`config.mk`:
```
export PLATFORM = sky130hd
export DESIGN_NAME = irq_collector
export DESIGN_NICKNAME = d
export VERILOG_FILES = /design/src/rtl/irq_collector_pkg.sv /design/src/rtl/irq_sync.sv /design/src/rtl/irq_unlock.sv /design/src/rtl/irq_pend.sv /design/src/rtl/irq_collector.sv
export SDC_FILE = /design/constraint.sdc
export NUM_CORES = 1
export LEC_CHECK = 0
export BUFFER_PORTS_ARGS = -buffer_cell sky130_fd_sc_hd__buf_4
export CAP_MARGIN = 25
export CORE_MARGIN = 2
export CORE_UTILIZATION = 52
export DETAILED_ROUTE_END_ITERATION = 6
export GPL_ROUTABILITY_DRIVEN = 0
export PLACE_DENSITY_LB_ADDON = 0.05
export SYNTH_ARGS = -nofsm -noshare
export SYNTH_HDL_FRONTEND = slang
export SYNTH_SLANG_ARGS = --single-unit
```
`constraint.sdc`:
```
create_clock -name clk_i -period 3.25 [get_ports clk_i]
set_input_delay 0.975 -clock clk_i [delete_from_list [all_inputs] [get_ports clk_i]]
set_output_delay 0.975 -clock clk_i [all_outputs]
set_load 0.01 [all_outputs]
```
`src/rtl/irq_collector_pkg.sv`:
```
package irq_collector_pkg;

   // key-sequence detector steps
   typedef enum logic [1:0] {
      LK_IDLE = 2'd0,
      LK_GOT1 = 2'd1,
      LK_GOT2 = 2'd2,
      LK_OPEN = 2'd3
   } lock_st_e;

   localparam int unsigned BUS_DW = 32;

endpackage

```
`src/rtl/irq_sync.sv`:
```
module irq_sync #(
   parameter int unsigned WIDTH    = 32,
   parameter int unsigned STAGES   = 2,
   parameter bit          EDGE_SET = 1'b1
) (
   input  logic             clk_i,
   input  logic             rst_ni,
   input  logic [WIDTH-1:0] async_i,
   output logic [WIDTH-1:0] level_o,
   output logic [WIDTH-1:0] set_o
);

   logic [STAGES-1:0][WIDTH-1:0] pipe_q;

   always_ff @(posedge clk_i or negedge rst_ni) begin
      if (!rst_ni) begin
         pipe_q <= '0;
      end else begin
         pipe_q <= {pipe_q[STAGES-2:0], async_i};
      end
   end

   assign level_o = pipe_q[STAGES-1];

   generate
      if (EDGE_SET) begin : g_edge
         logic [WIDTH-1:0] prev_q;
         always_ff @(posedge clk_i or negedge rst_ni) begin
            if (!rst_ni) begin
               prev_q <= '0;
            end else begin
               prev_q <= level_o;
            end
         end
         assign set_o = level_o & ~prev_q;
      end else begin : g_level
         assign set_o = level_o;
      end
   endgenerate

endmodule

```
`src/rtl/irq_unlock.sv`:
```
module irq_unlock
   import irq_collector_pkg::*;
#(
   parameter logic [7:0] KEY0 = 8'h59,
   parameter logic [7:0] KEY1 = 8'h16,
   parameter logic [7:0] KEY2 = 8'h88
) (
   input  logic       clk_i,
   input  logic       rst_ni,
   input  logic       key_wr_i,
   input  logic [7:0] key_byte_i,
   output logic       open_o
);

   lock_st_e st_q, st_d;

   always_comb begin
      st_d = st_q;
      if (key_wr_i) begin
         unique case (st_q)
            LK_IDLE: st_d = (key_byte_i == KEY0) ? LK_GOT1 : LK_IDLE;
            LK_GOT1: st_d = (key_byte_i == KEY1) ? LK_GOT2 : LK_IDLE;
            LK_GOT2: st_d = (key_byte_i == KEY2) ? LK_OPEN : LK_IDLE;
            LK_OPEN: st_d = LK_IDLE;
            default: st_d = LK_IDLE;
         endcase
      end
   end

   always_ff @(posedge clk_i or negedge rst_ni) begin
      if (!rst_ni) begin
         st_q <= LK_IDLE;
      end else begin
         st_q <= st_d;
      end
   end

   assign open_o = (st_q == LK_OPEN);

endmodule

```
`src/rtl/irq_pend.sv`:
```
module irq_pend #(
   parameter int unsigned WIDTH = 32
) (
   input  logic             clk_i,
   input  logic             rst_ni,
   input  logic             sw_we_i,
   input  logic [WIDTH-1:0] sw_flip_i,
   input  logic [WIDTH-1:0] hw_set_i,
   output logic [WIDTH-1:0] pend_o
);

   logic [WIDTH-1:0] pend_q;
   logic [WIDTH-1:0] flip;

   assign flip = sw_we_i ? sw_flip_i : '0;

   always_ff @(posedge clk_i or negedge rst_ni) begin
      if (!rst_ni) begin
         pend_q <= '0;
      end else begin
         // hardware set is ORed in after the flip so it always wins
         pend_q <= (pend_q ^ flip) | hw_set_i;
      end
   end

   assign pend_o = pend_q;

endmodule

```
`src/rtl/irq_collector.sv`:
```
module irq_collector
   import irq_collector_pkg::*;
#(
   parameter int unsigned N_IRQ       = 32,
   parameter int unsigned ADDR_W      = 8,
   parameter int unsigned SYNC_STAGES = 2,
   parameter bit          EDGE_SET    = 1'b1,
   parameter logic [ADDR_W-1:0] ROUTE_OFS = 8'h80,
   parameter logic [ADDR_W-1:0] PEND_OFS  = 8'h84,
   parameter logic [ADDR_W-1:0] KEY_OFS   = 8'h88,
   parameter logic [7:0] KEY0 = 8'h59,
   parameter logic [7:0] KEY1 = 8'h16,
   parameter logic [7:0] KEY2 = 8'h88
) (
   input  logic              clk_i,
   input  logic              rst_ni,
   input  logic              bus_wr_i,
   input  logic [ADDR_W-1:0] bus_addr_i,
   input  logic [31:0]       bus_wdata_i,
   output logic [31:0]       bus_rdata_o,
   input  logic [N_IRQ-1:0]  per_irq_i,
   output logic [N_IRQ-1:0]  irq_o,
   output logic              nmi_o
);

   localparam int unsigned SEL_W  = (N_IRQ > 1) ? $clog2(N_IRQ) : 1;
   localparam int unsigned EN_BIT = 8;

   generate
      if (N_IRQ < 2 || N_IRQ > BUS_DW) begin : g_bad_nirq
         $error("irq_collector: N_IRQ must lie in 2..32");
      end
      if (SYNC_STAGES < 2) begin : g_bad_sync
         $error("irq_collector: SYNC_STAGES must be at least 2");
      end
      if (SEL_W >= EN_BIT) begin : g_bad_sel
         $error("irq_collector: selector overlaps enable bit");
      end
   endgenerate

   logic             wr_route, wr_pend, wr_key;
   logic [N_IRQ-1:0] sync_lvl, hw_rise, pend;
   logic             unlocked;
   logic [SEL_W-1:0] nmi_sel_q;
   logic             nmi_en_q;
   logic             nmi_src;
   logic             nmi_q;

   assign wr_route = bus_wr_i && (bus_addr_i == ROUTE_OFS);
   assign wr_pend  = bus_wr_i && (bus_addr_i == PEND_OFS);
   assign wr_key   = bus_wr_i && (bus_addr_i == KEY_OFS);

   irq_sync #(
      .WIDTH   (N_IRQ),
      .STAGES  (SYNC_STAGES),
      .EDGE_SET(EDGE_SET)
   ) sync_i (
      .clk_i  (clk_i),
      .rst_ni (rst_ni),
      .async_i(per_irq_i),
      .level_o(sync_lvl),
      .set_o  (hw_rise)
   );

   irq_pend #(
      .WIDTH(N_IRQ)
   ) pend_i (
      .clk_i    (clk_i),
      .rst_ni   (rst_ni),
      .sw_we_i  (wr_pend),
      .sw_flip_i(bus_wdata_i[N_IRQ-1:0]),
      .hw_set_i (hw_rise),
      .pend_o   (pend)
   );

   irq_unlock #(
      .KEY0(KEY0),
      .KEY1(KEY1),
      .KEY2(KEY2)
   ) unlock_i (
      .clk_i     (clk_i),
      .rst_ni    (rst_ni),
      .key_wr_i  (wr_key),
      .key_byte_i(bus_wdata_i[7:0]),
      .open_o    (unlocked)
   );

   // routing register: selector always writable, enable only while open
   always_ff @(posedge clk_i or negedge rst_ni) begin
      if (!rst_ni) begin
         nmi_sel_q <= '0;
         nmi_en_q  <= 1'b0;
      end else if (wr_route) begin
         nmi_sel_q <= bus_wdata_i[SEL_W-1:0];
         if (unlocked) begin
            nmi_en_q <= bus_wdata_i[EN_BIT];
         end
      end
   end

   generate
      if (N_IRQ == (1 << SEL_W)) begin : g_sel_full
         assign nmi_src = sync_lvl[nmi_sel_q];
      end else begin : g_sel_guard
         always_comb begin
            nmi_src = 1'b0;
            for (int i = 0; i < N_IRQ; i++) begin
               if (nmi_sel_q == SEL_W'(i)) begin
                  nmi_src = sync_lvl[i];
               end
            end
         end
      end
   endgenerate

   always_ff @(posedge clk_i or negedge rst_ni) begin
      if (!rst_ni) begin
         nmi_q <= 1'b0;
      end else begin
         nmi_q <= nmi_en_q & nmi_src;
      end
   end

   always_comb begin
      bus_rdata_o = '0;
      if (bus_addr_i == ROUTE_OFS) begin
         bus_rdata_o[SEL_W-1:0] = nmi_sel_q;
         bus_rdata_o[EN_BIT]    = nmi_en_q;
      end else if (bus_addr_i == PEND_OFS) begin
         bus_rdata_o[N_IRQ-1:0] = pend;
      end else if (bus_addr_i == KEY_OFS) begin
         bus_rdata_o[0] = unlocked;
      end
   end

   assign irq_o = pend;
   assign nmi_o = nmi_q;

endmodule

```
; ---- Word level (Yosys, flattened, before mapping)
; Cells that the tools add are included.
[word_totals]
reg_bits = 137
output_inout_bits = 65
[op_classes]
n_mux = 14
n_eq_ne = 9
n_reduce_logical = 5
n_lt_le_gt_ge = 1
n_bitwise = 5
[op_table]
columns = cell, n
row1 = $and 32x32->32, 1
row2 = $eq 8x8->1 const B, 4
row3 = $mux 32, 1
row4 = $not 32->32, 1
row5 = $or 32x32->32, 1
row6 = $xor 32x32->32, 1
row7 = $mux 31, 1
row8 = $mux 23, 1
row9 = $eq 8x5->1 const B, 1
row10 = $eq 8x7->1 const B, 1
row11 = $pmux 2 s4, 1
row12 = $lt 5x6->1 const B, 1
row13 = $bmux 1 s5, 1
row14 = $mux 1, 5
row15 = $mux 5, 1
row16 = $eq 2x2->1 const B, 2
row17 = $mux 2, 2
row18 = $logic_and 1x1->1, 3
row19 = $mux 3, 1
row20 = $eq 2x1->1 const B, 1
row21 = $logic_not 2->1, 1
row22 = $reduce_and 2->1, 1
row23 = $and 1x1->1, 1

; ---- Logic depth before layout (Yosys ltp)
[depth]
word_depth = 5
mapped_depth = 6
mapped_depth_nobuf = 4

; ---- Cells and area by module
; From an unflattened synthesis, not the netlist that was laid out.
[hier_totals]
cells_unflattened = 399
area_unflattened_um2 = 5749.3
[by_module_without_submodules]
columns = module, cells_each, instances, seq_area_each_um2, area_per_inst_um2
row1 = irq_sync, 160, 1, 2402.3, 3083.0
row2 = irq_pend, 135, 1, 800.8, 1585.3
row3 = irq_collector, 87, 1, 175.2, 922.1
row4 = irq_unlock, 17, 1, 50.0, 158.9

; ---- Least setup slack after synthesis
; Ideal clock, no wire load.
[synth_timing]
path_type = input to output
start = input bus_addr_i[5]
end = output bus_rdata_o[13]
path_stages = 5
path_slack_ns = 0.213
arrival_ns = 2.062
path_cell_list = nor4b_2 and4b_1 buf_6 clkbuf_2 and2_1
[synth_via]
elab_chain_len = 3
[synth_lines]
columns = item, line_no
row1 = "start, declared", irq_collector.sv:18  ; input logic [ADDR_W-1:0] bus_addr_i,
row2 = $eq 8x8->1, irq_collector.sv:129  ; end else if (bus_addr_i == PEND_OFS) begin
row3 = $mux 31, irq_collector.sv:129
row4 = $mux 23 (*), irq_collector.sv:126  ; if (bus_addr_i == ROUTE_OFS) begin
row5 = "end, declared", irq_collector.sv:20  ; output logic [31:0] bus_rdata_o,
; Every way passes the cells marked *; elsewhere a longest branch is shown, timed or not.

; ---- Final worst setup path
[layout_timing]
start = input bus_addr_i[5]
end = output bus_rdata_o[2]
[layout_via]
elab_chain_len = 3
[layout_lines]
columns = item, line_no
row1 = $eq 8x8->1, irq_collector.sv:129
row2 = $mux 31, irq_collector.sv:129
row3 = $mux 5 (*), irq_collector.sv:126
; Marks and branches as above.

==> summary.md <==
| Metric | Value |
|---|---|
| Status | `completed` |
| Terminus of the critical flop-to-flop path | `nmi_o` |
| #FFs+latches synth | `around 140` |
| CP max stage cell | `and4b_2` |
| Seq/Total Area, Yosys | `roughly 67%` |
| Starting DRC count in detailed routing | `133` |
| Core ar. | `9640 um^2` |
| Max cap viols | `0` |
| Die width | `just over 100 um` |
| Critical Path Start Type | `input pin` |
| Post-placement cell count | `~630` |
| Critical path data arrival time | `2.20 ns` |
| CP required | `about 2.3 ns` |
| Cell Chain, Critical Path | `buf_4 > nor4b_2 > and4b_2 > buf_4 > a22o_1 > buf_4` |
| Critical R2R Launch | `nmi_sel_q[0]` |
| Buffers plus inverters on the worst setup path | `3` |
| Hold buffer count at cts | `0` |
| Clock Skew | `0.00416 ns` |
| Gr ovfl total | `0` |
| Most frequent CP cell | `buf_4` |
| Total number of H-tree levels | `4` |
| DR vias/cell | `around 5.4` |
| Cell area power density | `around 570 nW/um^2` |
| Count leader, synth | `dfrtp_1` |
| Clock insertion delay at the later pin of the skew report | `0.51 ns` |
| Peak Freq | `~320 MHz` |
| Die Y | `a little over 100 um` |
| Post-synth EDFFs | `0` |
| Clk slew on worst S/H paths | `about 0.060 ns` |
| TritonCTS Buffers | `17` |
| Setup total negative slack | `0 ns` |
| Total GRT Usage | `21.4%` |
| Die area | `10600 um^2` |
| FILL cells | `between 700 and 800` |
| Post-synth top flop | `dfrtp_1` |
| Worst-path maximum fanout | `21` |
| Final setup fails | `0` |
| Drt drc | `0` |
| Crit path from | `bus_addr_i[5]` |
| CP endpoint | `bus_rdata_o[2]` |
| CP delay by family, top | `simple AND/OR/NAND/NOR gates` |
| Starting density of the core | `between 50% and 60%` |
| Finished Layout Cells | `666` |
| Unique masters post-synth | `34` |
| CTS tree | `built` |
| Post-Route WL | `10800 um` |
| I/O pins | `140` |
| Register area | `3430 um^2` |
| Root Buffer | `clkbuf_8` |
| Worst R2R Setup Slack | `1.14 ns` |
| Min cycle time layout | `3.17 ns` |
| Post-CTS Setup Inserts | `0` |
| R2r worst-path depth | `4` |
| Pin count of the biggest net entering global routing | `78` |
| Share of cells above drive strength 1 | `36.4%` |
| Final layout net count | `595` |
| Slew HR | `between 50% and 60%` |
| Leakage power | `3.19 nW` |
| Post-DP HPWL | `7120 um` |
| CP peak stage delay | `0.30 ns` |
| Top cells by count, synth | `137 x dfrtp_1, 33 x and4_1, 33 x inv_1` |
| Antenna violations before repair | `0` |
| Syn-to-layout area delta | `35.0%` |
| First-pass GRT wire length | `17000 um` |
| Via count | `3580` |
| Worst vdd ir | `0.414 mV` |
| CTS sink count | `approximately 140` |
| Post-synth top area share | `67.3%` |
| Row Count | `36` |
| Critical path class | `input pin to output pin` |
| Post-Synthesis Net Count | `448` |
| Synth Warn # | `0` |
| Area contributors post-synth | `dfrtp_1 67%, and4_1 5.7%, a31oi_1 3.9%` |
| Fin crit share | `97.6%` |
| RSZ-0062 raised after global routing | `false` |
| Cells after Synth | `373` |
| DR WL/cell | `approximately 16 um` |
| CTS resizes | `0` |
| Avg Inst Size Synth | `13.7 um^2` |
| Setup crit end kind | `output pin` |
| Worst path depth | `6` |
| IO Port Bufs | `~140` |
| Measured slew at the worst slew-check pin | `0.685 ns` |
| Clock Tree Buf Depth | `2` |
| Vias in the first global route | `~3.4k` |
| Detail Route Antenna Nets | `0` |
| DRT Pass-1 Iters | `4` |
| Area of the multi-input gates | `1410 um^2` |
| Total power | `0.00391 W` |
| Max Slew Vio Count | `0` |
| Min-delay worst type | `flop to flop` |
| Final Hold Fails | `0` |
| ANT cells | `0` |
| Mapped cell area | `5100 um^2` |
| Hold Path Cell Cnt | `0` |
| Asr flop ratio synth | `100%` |
| Top cell type by total area after synthesis | `dfrtp_1` |
## metrics by stage
stage	utilization, %	area (um^2)	hold slack [ns]	setup WS [ns]
floorplan	-	5100	0.331	0.213
finish	71.4	6880	0.345	0.0765
global route	71.4	6880	0.352	0.000257
global placement	65.1	6280	0.332	0.0807
CTS	71.4	6880	0.347	0.0670
detailed placement	65.1	6280	0.335	0.0712
## power by group
part | internal (W) | switching [W]
sequential | 0.00177 | 0.0000415
combinational | 0.0000952 | 0.0000878
clock | 0.00119 | 0.000719
## routing by layer
| layer | global-route usage, % | routed length, um | up-vias |
|---|---|---|---|
| met2 | 32.4 | 5310 | 111 |
| met3 | 5.63 | 614 | 14 |
| li1 | - | - | 1675 |
| met4 | 8.91 | 129 | 0 |
| met1 | 29.7 | 4760 | 1780 |
| met5 | 0 | 0 | - |
## cell usage in the layout (no fill, tap or decap), types with 2 or more instances in the layout
cell,netlist,final
a21oi_1,2,2
a22o_1,5,5
a31oi_1,32,32
and2_1,26,26
and4_1,33,33
and4b_1,3,2
buf_12,0,2
buf_4,0,146
bufinv_16,0,3
clkbuf_16,0,16
clkbuf_8,0,2
clkinv_2,0,2
clkinv_4,0,2
clkinvlp_4,0,5
dfrtp_1,137,137
inv_1,33,33
inv_6,0,2
mux2_2,8,8
mux2i_1,2,2
mux4_1,5,5
mux4_2,2,2
nand2_1,5,5
nand3_1,3,3
nor2_1,7,7
nor2b_1,2,2
o2111ai_1,2,2
o21ai_0,2,2
o22ai_1,32,32
## registers in the layout (all words and copies together) (netlist names)
signal and count:
nmi_en_q 1, nmi_sel_q 5, sync_i.pipe_q 32, sync_i.g_edge.prev_q 32
nmi_o 1, sync_i.level_o 32, pend_i.pend_o 32, unlock_i.st_q 2
## how the worst min path moves through the flow
stage,from,endpoint
floorplan,sync_i.pipe_q[0],sync_i.level_o[0]
detailed placement,sync_i.pipe_q[20],sync_i.level_o[20]
finish,sync_i.pipe_q[9],sync_i.level_o[9]
global placement,sync_i.pipe_q[3],sync_i.level_o[3]
global route,sync_i.pipe_q[20],sync_i.level_o[20]
CTS,sync_i.pipe_q[10],sync_i.level_o[10]
## area by class of cell
| class | count | share of cell area, % |
|---|---|---|
| Sequential cell | 137 | 49.8 |
| Multi-Input combinational cell | 182 | 20.5 |
| Timing Repair Buffer | 149 | 16.7 |
| Clock buffer | 18 | 6.22 |
| Clock inverter | 14 | 2.51 |
| Tap cell | 133 | 2.42 |
| Inverter | 33 | 1.80 |
## logic make-up after synthesis
kind of cell / count (synthesis) / synth area share (%)
mux: 17 / 5.62
compound gates: 78 / 9.89
simple gates: 87 / 12.2
flops: 137 / 67.3
buf+inv: 54 / 5.06
No activity file was read; power rests on OpenSTA's default activity.
